<file path="src/rtl/cpwm_pkg.sv">
// Package: shared types for the dual complementary PWM block.
// Assumes: 2-bit mode fields as listed in the brief.
package cpwm_pkg;
    typedef enum logic [1:0] {
        MODE_OFF        = 2'b00,
        MODE_CLR_PAIR   = 2'b01,
        MODE_CLR_SINGLE = 2'b10,
        MODE_SET_PAIR   = 2'b11
    } pwm_mode_e;

    localparam int unsigned NUM_CH = 2;
endpackage

</file>
<file path="src/rtl/cpwm_timebase.sv">
// Module: free-running up-counter with buffered top value and sticky overflow flag.
// Assumes: tick is a single-clock prescale strobe; writes may arrive on any clock.
module cpwm_timebase #(
    parameter int unsigned CNT_W = 8
) (
    input  logic             clk,
    input  logic             rst_n,
    input  logic             tick,
    input  logic             top_wr,
    input  logic [CNT_W-1:0] top_wdata,
    input  logic             ovf_clr,
    output logic [CNT_W-1:0] cnt,
    output logic             wrap,
    output logic             ovf_flag
);
    localparam logic [CNT_W-1:0] TOP_RST = {CNT_W{1'b1}};

    logic [CNT_W-1:0] top_buf;
    logic [CNT_W-1:0] top_act;
    logic             match_q;

    // Wrap event: a tick while the counter sits on the active top value.
    assign wrap = tick && (cnt == top_act);

    // Counter: advance on tick, return to zero at the top value.
    always_ff @(posedge clk) begin
        if (!rst_n)      cnt <= '0;
        else if (wrap)   cnt <= '0;
        else if (tick)   cnt <= cnt + 1'b1;
    end

    // Top value buffer and its copy into the active register at wrap.
    always_ff @(posedge clk) begin
        if (!rst_n) begin
            top_buf <= TOP_RST;
            top_act <= TOP_RST;
        end else begin
            if (top_wr) top_buf <= top_wdata;
            if (wrap)   top_act <= top_buf;
        end
    end

    // Overflow flag: one synchronisation stage, set dominates clear.
    always_ff @(posedge clk) begin
        if (!rst_n) begin
            match_q  <= 1'b0;
            ovf_flag <= 1'b0;
        end else begin
            match_q <= wrap;
            if (match_q)      ovf_flag <= 1'b1;
            else if (ovf_clr) ovf_flag <= 1'b0;
        end
    end

    a_r2_hold_no_tick: assert property (@(posedge clk) disable iff (!rst_n)
        (rst_n && !tick) |=> $stable(cnt));
    a_r2_wrap_to_zero: assert property (@(posedge clk) disable iff (!rst_n)
        wrap |=> (cnt == '0));
    a_r9_flag_follows_match: assert property (@(posedge clk) disable iff (!rst_n)
        match_q |=> ovf_flag);
    a_r10_clear_drops_flag: assert property (@(posedge clk) disable iff (!rst_n)
        (ovf_clr && !match_q) |=> !ovf_flag);
endmodule

</file>
<file path="src/rtl/cpwm_deadband.sv">
// Module: turns a channel level into a non-overlapping output pair.
// Assumes: rising edges wait one tick (delay register) plus one clock (output register);
//          falling edges wait only the output register.
module cpwm_deadband (
    input  logic clk,
    input  logic rst_n,
    input  logic tick,
    input  logic level,
    input  logic en_p,
    input  logic en_n,
    output logic out_p,
    output logic out_n
);
    logic level_d;

    // Level delayed by one prescaled cycle.
    always_ff @(posedge clk) begin
        if (!rst_n)    level_d <= 1'b0;
        else if (tick) level_d <= level;
    end

    // Output stage, every clock: a side is high only when current and delayed level agree.
    always_ff @(posedge clk) begin
        if (!rst_n) begin
            out_p <= 1'b0;
            out_n <= 1'b0;
        end else begin
            out_p <= en_p &  level &  level_d;
            out_n <= en_n & ~level & ~level_d;
        end
    end

    a_r7_pair_exclusive: assert property (@(posedge clk) disable iff (!rst_n)
        !(out_p && out_n));
    a_r8_fall_one_clk: assert property (@(posedge clk) disable iff (!rst_n)
        (!level && out_p) |=> !out_p);
endmodule

</file>
<file path="src/rtl/cpwm_chan.sv">
// Module: one PWM channel with buffered compare, level generator and dead-band pair.
// Assumes: cnt and wrap come from the shared timebase in the same clock domain.
module cpwm_chan
    import cpwm_pkg::*;
#(
    parameter int unsigned CNT_W = 8
) (
    input  logic             clk,
    input  logic             rst_n,
    input  logic             tick,
    input  logic             wrap,
    input  logic [CNT_W-1:0] cnt,
    input  logic             cmp_wr,
    input  logic [CNT_W-1:0] cmp_wdata,
    input  pwm_mode_e        mode,
    output logic             out_p,
    output logic             out_n
);
    logic [CNT_W-1:0] cmp_buf;
    logic [CNT_W-1:0] cmp_act;
    logic             level;
    logic             set_on_match;
    logic             en_p;
    logic             en_n;

    assign set_on_match = (mode == MODE_SET_PAIR);
    assign en_p         = (mode != MODE_OFF);
    assign en_n         = (mode == MODE_CLR_PAIR) || (mode == MODE_SET_PAIR);

    // Compare buffer and its copy into the active register at wrap.
    always_ff @(posedge clk) begin
        if (!rst_n) begin
            cmp_buf <= '0;
            cmp_act <= '0;
        end else begin
            if (cmp_wr) cmp_buf <= cmp_wdata;
            if (wrap)   cmp_act <= cmp_buf;
        end
    end

    // Channel level: wrap action first, compare action second.
    always_ff @(posedge clk) begin
        if (!rst_n)                          level <= 1'b0;
        else if (wrap)                       level <= ~set_on_match;
        else if (tick && (cnt == cmp_act))   level <= set_on_match;
    end

    cpwm_deadband u_deadband (
        .clk   (clk),
        .rst_n (rst_n),
        .tick  (tick),
        .level (level),
        .en_p  (en_p),
        .en_n  (en_n),
        .out_p (out_p),
        .out_n (out_n)
    );

    a_r6_off_low: assert property (@(posedge clk) disable iff (!rst_n)
        (mode == MODE_OFF) |=> (!out_p && !out_n));
    a_r5_single_inv_low: assert property (@(posedge clk) disable iff (!rst_n)
        (mode == MODE_CLR_SINGLE) |=> !out_n);
endmodule

</file>
<file path="src/rtl/cpwm_dual.sv">
// Module: top of the dual complementary dead-time PWM generator.
// Assumes: a single fast clock; tick is produced by an external prescaler.
module cpwm_dual
    import cpwm_pkg::*;
#(
    parameter int unsigned CNT_W = 8
) (
    input  logic             clk,
    input  logic             rst_n,
    input  logic             tick,
    input  logic             top_wr,
    input  logic [CNT_W-1:0] top_wdata,
    input  logic             cmp_a_wr,
    input  logic [CNT_W-1:0] cmp_a_wdata,
    input  logic             cmp_b_wr,
    input  logic [CNT_W-1:0] cmp_b_wdata,
    input  logic [1:0]       mode_a,
    input  logic [1:0]       mode_b,
    input  logic             ovf_clr,
    output logic             ovf_flag,
    output logic             pwm_a,
    output logic             pwm_a_n,
    output logic             pwm_b,
    output logic             pwm_b_n
);
    logic [CNT_W-1:0] cnt;
    logic             wrap;

    logic             ch_wr    [NUM_CH];
    logic [CNT_W-1:0] ch_wdata [NUM_CH];
    pwm_mode_e        ch_mode  [NUM_CH];
    logic             ch_p     [NUM_CH];
    logic             ch_n     [NUM_CH];

    // Map the named channel ports onto the channel arrays.
    always_comb begin
        ch_wr[0]    = cmp_a_wr;
        ch_wr[1]    = cmp_b_wr;
        ch_wdata[0] = cmp_a_wdata;
        ch_wdata[1] = cmp_b_wdata;
        ch_mode[0]  = pwm_mode_e'(mode_a);
        ch_mode[1]  = pwm_mode_e'(mode_b);
    end

    assign pwm_a   = ch_p[0];
    assign pwm_a_n = ch_n[0];
    assign pwm_b   = ch_p[1];
    assign pwm_b_n = ch_n[1];

    cpwm_timebase #(.CNT_W(CNT_W)) u_timebase (
        .clk       (clk),
        .rst_n     (rst_n),
        .tick      (tick),
        .top_wr    (top_wr),
        .top_wdata (top_wdata),
        .ovf_clr   (ovf_clr),
        .cnt       (cnt),
        .wrap      (wrap),
        .ovf_flag  (ovf_flag)
    );

    for (genvar g = 0; g < NUM_CH; g++) begin : g_ch
        cpwm_chan #(.CNT_W(CNT_W)) u_chan (
            .clk       (clk),
            .rst_n     (rst_n),
            .tick      (tick),
            .wrap      (wrap),
            .cnt       (cnt),
            .cmp_wr    (ch_wr[g]),
            .cmp_wdata (ch_wdata[g]),
            .mode      (ch_mode[g]),
            .out_p     (ch_p[g]),
            .out_n     (ch_n[g])
        );
    end
endmodule

</file>
<file path="config.mk">
export PLATFORM = sky130hd
export DESIGN_NAME = cpwm_dual
export DESIGN_NICKNAME = d
export VERILOG_FILES = /design/src/rtl/cpwm_pkg.sv /design/src/rtl/cpwm_timebase.sv /design/src/rtl/cpwm_deadband.sv /design/src/rtl/cpwm_chan.sv /design/src/rtl/cpwm_dual.sv
export SDC_FILE = /design/constraint.sdc
export NUM_CORES = 1
export LEC_CHECK = 0
export ABC_AREA = 1
export ABC_CLOCK_PERIOD_IN_PS = 6000
export BUFFER_PORTS_ARGS = -buffer_cell sky130_fd_sc_hd__buf_4
export CAP_MARGIN = 40
export CORE_MARGIN = 8
export CORE_UTILIZATION = 64
export CTS_BUF_LIST = sky130_fd_sc_hd__clkbuf_2 sky130_fd_sc_hd__clkbuf_4 sky130_fd_sc_hd__clkbuf_8
export DETAILED_ROUTE_END_ITERATION = 12
export PLACE_DENSITY = 0.95
export SYNTH_ARGS = -nofsm -noshare
export SYNTH_HDL_FRONTEND = slang
export SYNTH_HIERARCHICAL = 1
export SYNTH_SLANG_ARGS = --single-unit
</file>
<file path="constraint.sdc">
create_clock -name clk -period 6 [get_ports clk]
set_clock_uncertainty 0.2 [all_clocks]
set_input_delay 0.6 -clock clk [delete_from_list [all_inputs] [get_ports clk]]
set_output_delay 0.6 -clock clk [all_outputs]
set_load 0.03 [all_outputs]
</file>
==> parameters.txt <==
Parameter                              Value

Logic synthesis
  Cells after Synth ... 454
  Unique masters post-synth ... 23
  Cell taking the most area after synthesis ... dfxtp_1
  Register area share after synthesis ... 0.440
  Total number of yosys warnings ... 6
  Netlist area before placement ... 0.00300 mm^2
  Top-area cell type share of the netlist area ... 0.440
  Post-synthesis area per instance ... 6.62 um^2
  Cells taking the most area after synthesis ... dfxtp_1 44%, nand2_1 14%, nor2_1 10%, inv_1 8.2%, nand3_1 5.8%
  Register bit total from synthesis ... 66
  Net count of the mapped netlist ... 490

CTS
  Root cell of the clock tree ... clkbuf_8
  CTS tree ... built
  CTS-repair resized insts ... 0
  Hold-fix buffer count after cts ... 0
  Sinks on Clock Net ... 66
  Setup repair bufs after CTS ... 0
  Number of buffers added by the clock tree synthesis step ... 9
  H-tree depth ... 3
  Maximum clock path buffer count ... 2
  Clock transition at the registers of the reported paths ... 0.07 ns
  Insertion delay of the later-clocked pin in the worst-skew pair ... 0.34 ns

Critical path
  Startpoint class of the critical path ... register
  Slowest Stage Delay on Critical Path ... 0.51 ns
  Critical Path Fanout Max ... 16
  Worst-path cell chain ... inv_1 -> a21oi_2 -> nand2_1 -> nor2_1 -> nand3_2 -> inv_2 -> inv_1 -> o21ai_0 -> a21oi_1
  CP Class ... register to register
  Crit path DAT ... 2.35 ns
  Cell with the biggest individual delay on the critical path ... dfxtp_1
  Most used cell along the critical path ... inv_1
  Critical Path RT ... 6.01 ns
  Setup crit end kind ... register

Layout
  Commonest cells after routing, fill and taps aside ... 112 x nand2_1, 81 x nor2_1, 66 x inv_1, 66 x dfxtp_1, 39 x buf_4
  Syn-to-layout area delta ... 16.5%
  Util after Layout ... 0.756
  NumNets Final ... around 530
  Most common cell after layout, fill and taps aside ... nand2_1
  Fraction of layout instances using a drive strength above 1 ... 0.131
  Fill cell instance count of the final layout ... 316
  Diode count ... 0

STA
  Clock period minus worst slack ... 2.33 ns
  Final-report setup violation count ... 0
  Setup TNS ... 0 ns
  Highest achievable clock rate ... 429 MHz
  Final hold viol count ... 0
  Count of pins over their slew limit ... 0
  Actual transition at the worst max-transition pin ... 0.502 ns
  RSZ-0062 raised after global routing ... false
  Normalized max-slew margin ... 0.666
  Post-route clock period utilization ... 0.389

Detailed routing
  Number of antenna-violating nets in the routed design ... 0
  1st-pass router iterations ... 5
  Routed wire per std cell ... 12.6 um
  DR DRC count ... 0
  Number of violations reported at the end of detailed-routing iteration 0 ... roughly 340
  Vias per Instance ... 5.28
  Sum of routed wire length over all layers ... 6.94 mm
  Total number of vias ... 2912

Global route
  Wire length of the first global-routing pass ... 11.5 mm
  Overall track demand over capacity in global routing ... 0.197
  Largest net degree at the start of global routing ... 59
  Vias in the first global route ... 2731
  Met3 Track Usage GR ... 0.0527
  Global routing met1 resource utilization ... 0.219
  Most heavily used metal layer in global routing ... met2
  Global routing met2 resource utilization ... 0.340
  Global route total overflow ... 0
  Initial antenna violation count ... 0

Power and ir drop
  Total design power ... 0.000893 W
  Leakage Power ... 1.75 nW
  Power density normalized to cell area ... 255 mW/mm^2
  Maximum vdd ir drop ... about 0.00019 V

Die
  Y dimension of the die ... about 85 um
  Die Span X ... 84.5 um
  Number of primary I/O pins ... 40
  Area inside the core boundary ... 0.00463 mm^2
  Total die area ... 0.00714 mm^2
  Effective utilization at floorplan ... 0.649
  Row count ... 25

Placed design
  Buffers added on ports ... 39
  Final weighted congestion in routability-driven placement ... approximately 0.86
  Placed wire-length estimate ... 4.72 mm

Min path
  Worst hold path type ... register to register

Flow run
  Max-cap violation count ... 0

Run status
  Result of the run ... finished, final reports clean
[through the flow]
step                      cell area, um^2  hold slack (ns)  std cells  worst slack, ns
after global routing                 3500            0.268        552             3.46
after detailed placement             3310            0.253        536             3.56
after CTS                            3500            0.268        552             3.73
after floorplan                      3000            0.213        454             3.90
after global placement               3310            0.233        536             3.69
final                                3500            0.263        552             3.67
[worst paths after layout]
kind                      start  slack [ns]  depth (start not counted)                   endpoint
max           u_timebase/cnt[7]        3.67                          9  g_ch[1].u_chan/cmp_act[1]
min          u_timebase/match_q        0.26                          2        u_timebase/ovf_flag
max reg2reg   u_timebase/cnt[7]        3.67                          9  g_ch[1].u_chan/cmp_act[1]
min reg2reg  u_timebase/match_q        0.26                          2        u_timebase/ovf_flag
[worst max-delay path: cells and delay by family, from the launching register on]
| family | cells | cell delay (ns) |
|---|---|---|
| buffers and inverters | 3 | 0.59 |
| flip-flops | 1 | 0.51 |
| AO/OA/AOI/OAI | 3 | 0.45 |
| AND/OR/NAND/NOR | 3 | 0.45 |
[synthesized netlist by cell type]
master    count
ha_1          1
a21oi_2       1
o21ai_0      34
nor2_1       81
buf_2         2
xor2_1        7
nor2_2        3
nand3_1      35
xnor2_1       2
clkbuf_1      5
inv_2         3
a21oi_1      19
dfxtp_1      66
nand2_2       1
inv_1        66
nand2_1     112
nor3_1        4
nand4_1       6
buf_1         2
buf_4         1
nor2_4        1
buf_6         1
nand3_2       1
[layout make-up]
type	instances	area, um^2	share of cell area
clock buffers	10	131	0.0376
clock inverters	6	57.6	0.0165
inverters	69	259	0.0740
multi-input cells	308	1370	0.391
flip-flops and latches	66	1320	0.378
well taps	54	67.6	0.0193
repair buffers	39	293	0.0837
[flip-flops by register name, summed over array words and instances (netlist names)]
name,count
g_ch.u_chan/u_deadband/out_p,2
u_timebase/top_act,8
u_timebase/top_buf,8
u_timebase/cnt,8
u_timebase/ovf_flag,1
g_ch.u_chan/cmp_buf,16
g_ch.u_chan/u_deadband/level_d,2
g_ch.u_chan/level,2
g_ch.u_chan/cmp_act,16
u_timebase/match_q,1
g_ch.u_chan/u_deadband/out_n,2
[power breakdown]
group,leakage (nW),internal (W),switching [W],total (W)
Combinational,1.12,0.0000320,0.0000402,0.0000721
Clock,0.0992,0.000193,0.000165,0.000358
Sequential,0.540,0.000453,0.0000103,0.000463
[metal layers]
metal,vias up,wire length (um)
li1,1479,-
met1,1307,2890
met2,111,3500
met3,15,430
met4,0,111
met5,-,0
[cells by family after synthesis]
family	after synthesis	share of synthesized area
and+or+nand+nor	244	0.334
xor gates and xnor gates	9	0.0262
buffers and inverters	80	0.105
DFF	66	0.440
AOI/OAI and AO/OA	54	0.0912
adders and majority gates	1	0.00416
Note: power is estimated with default switching activity, not from simulation.
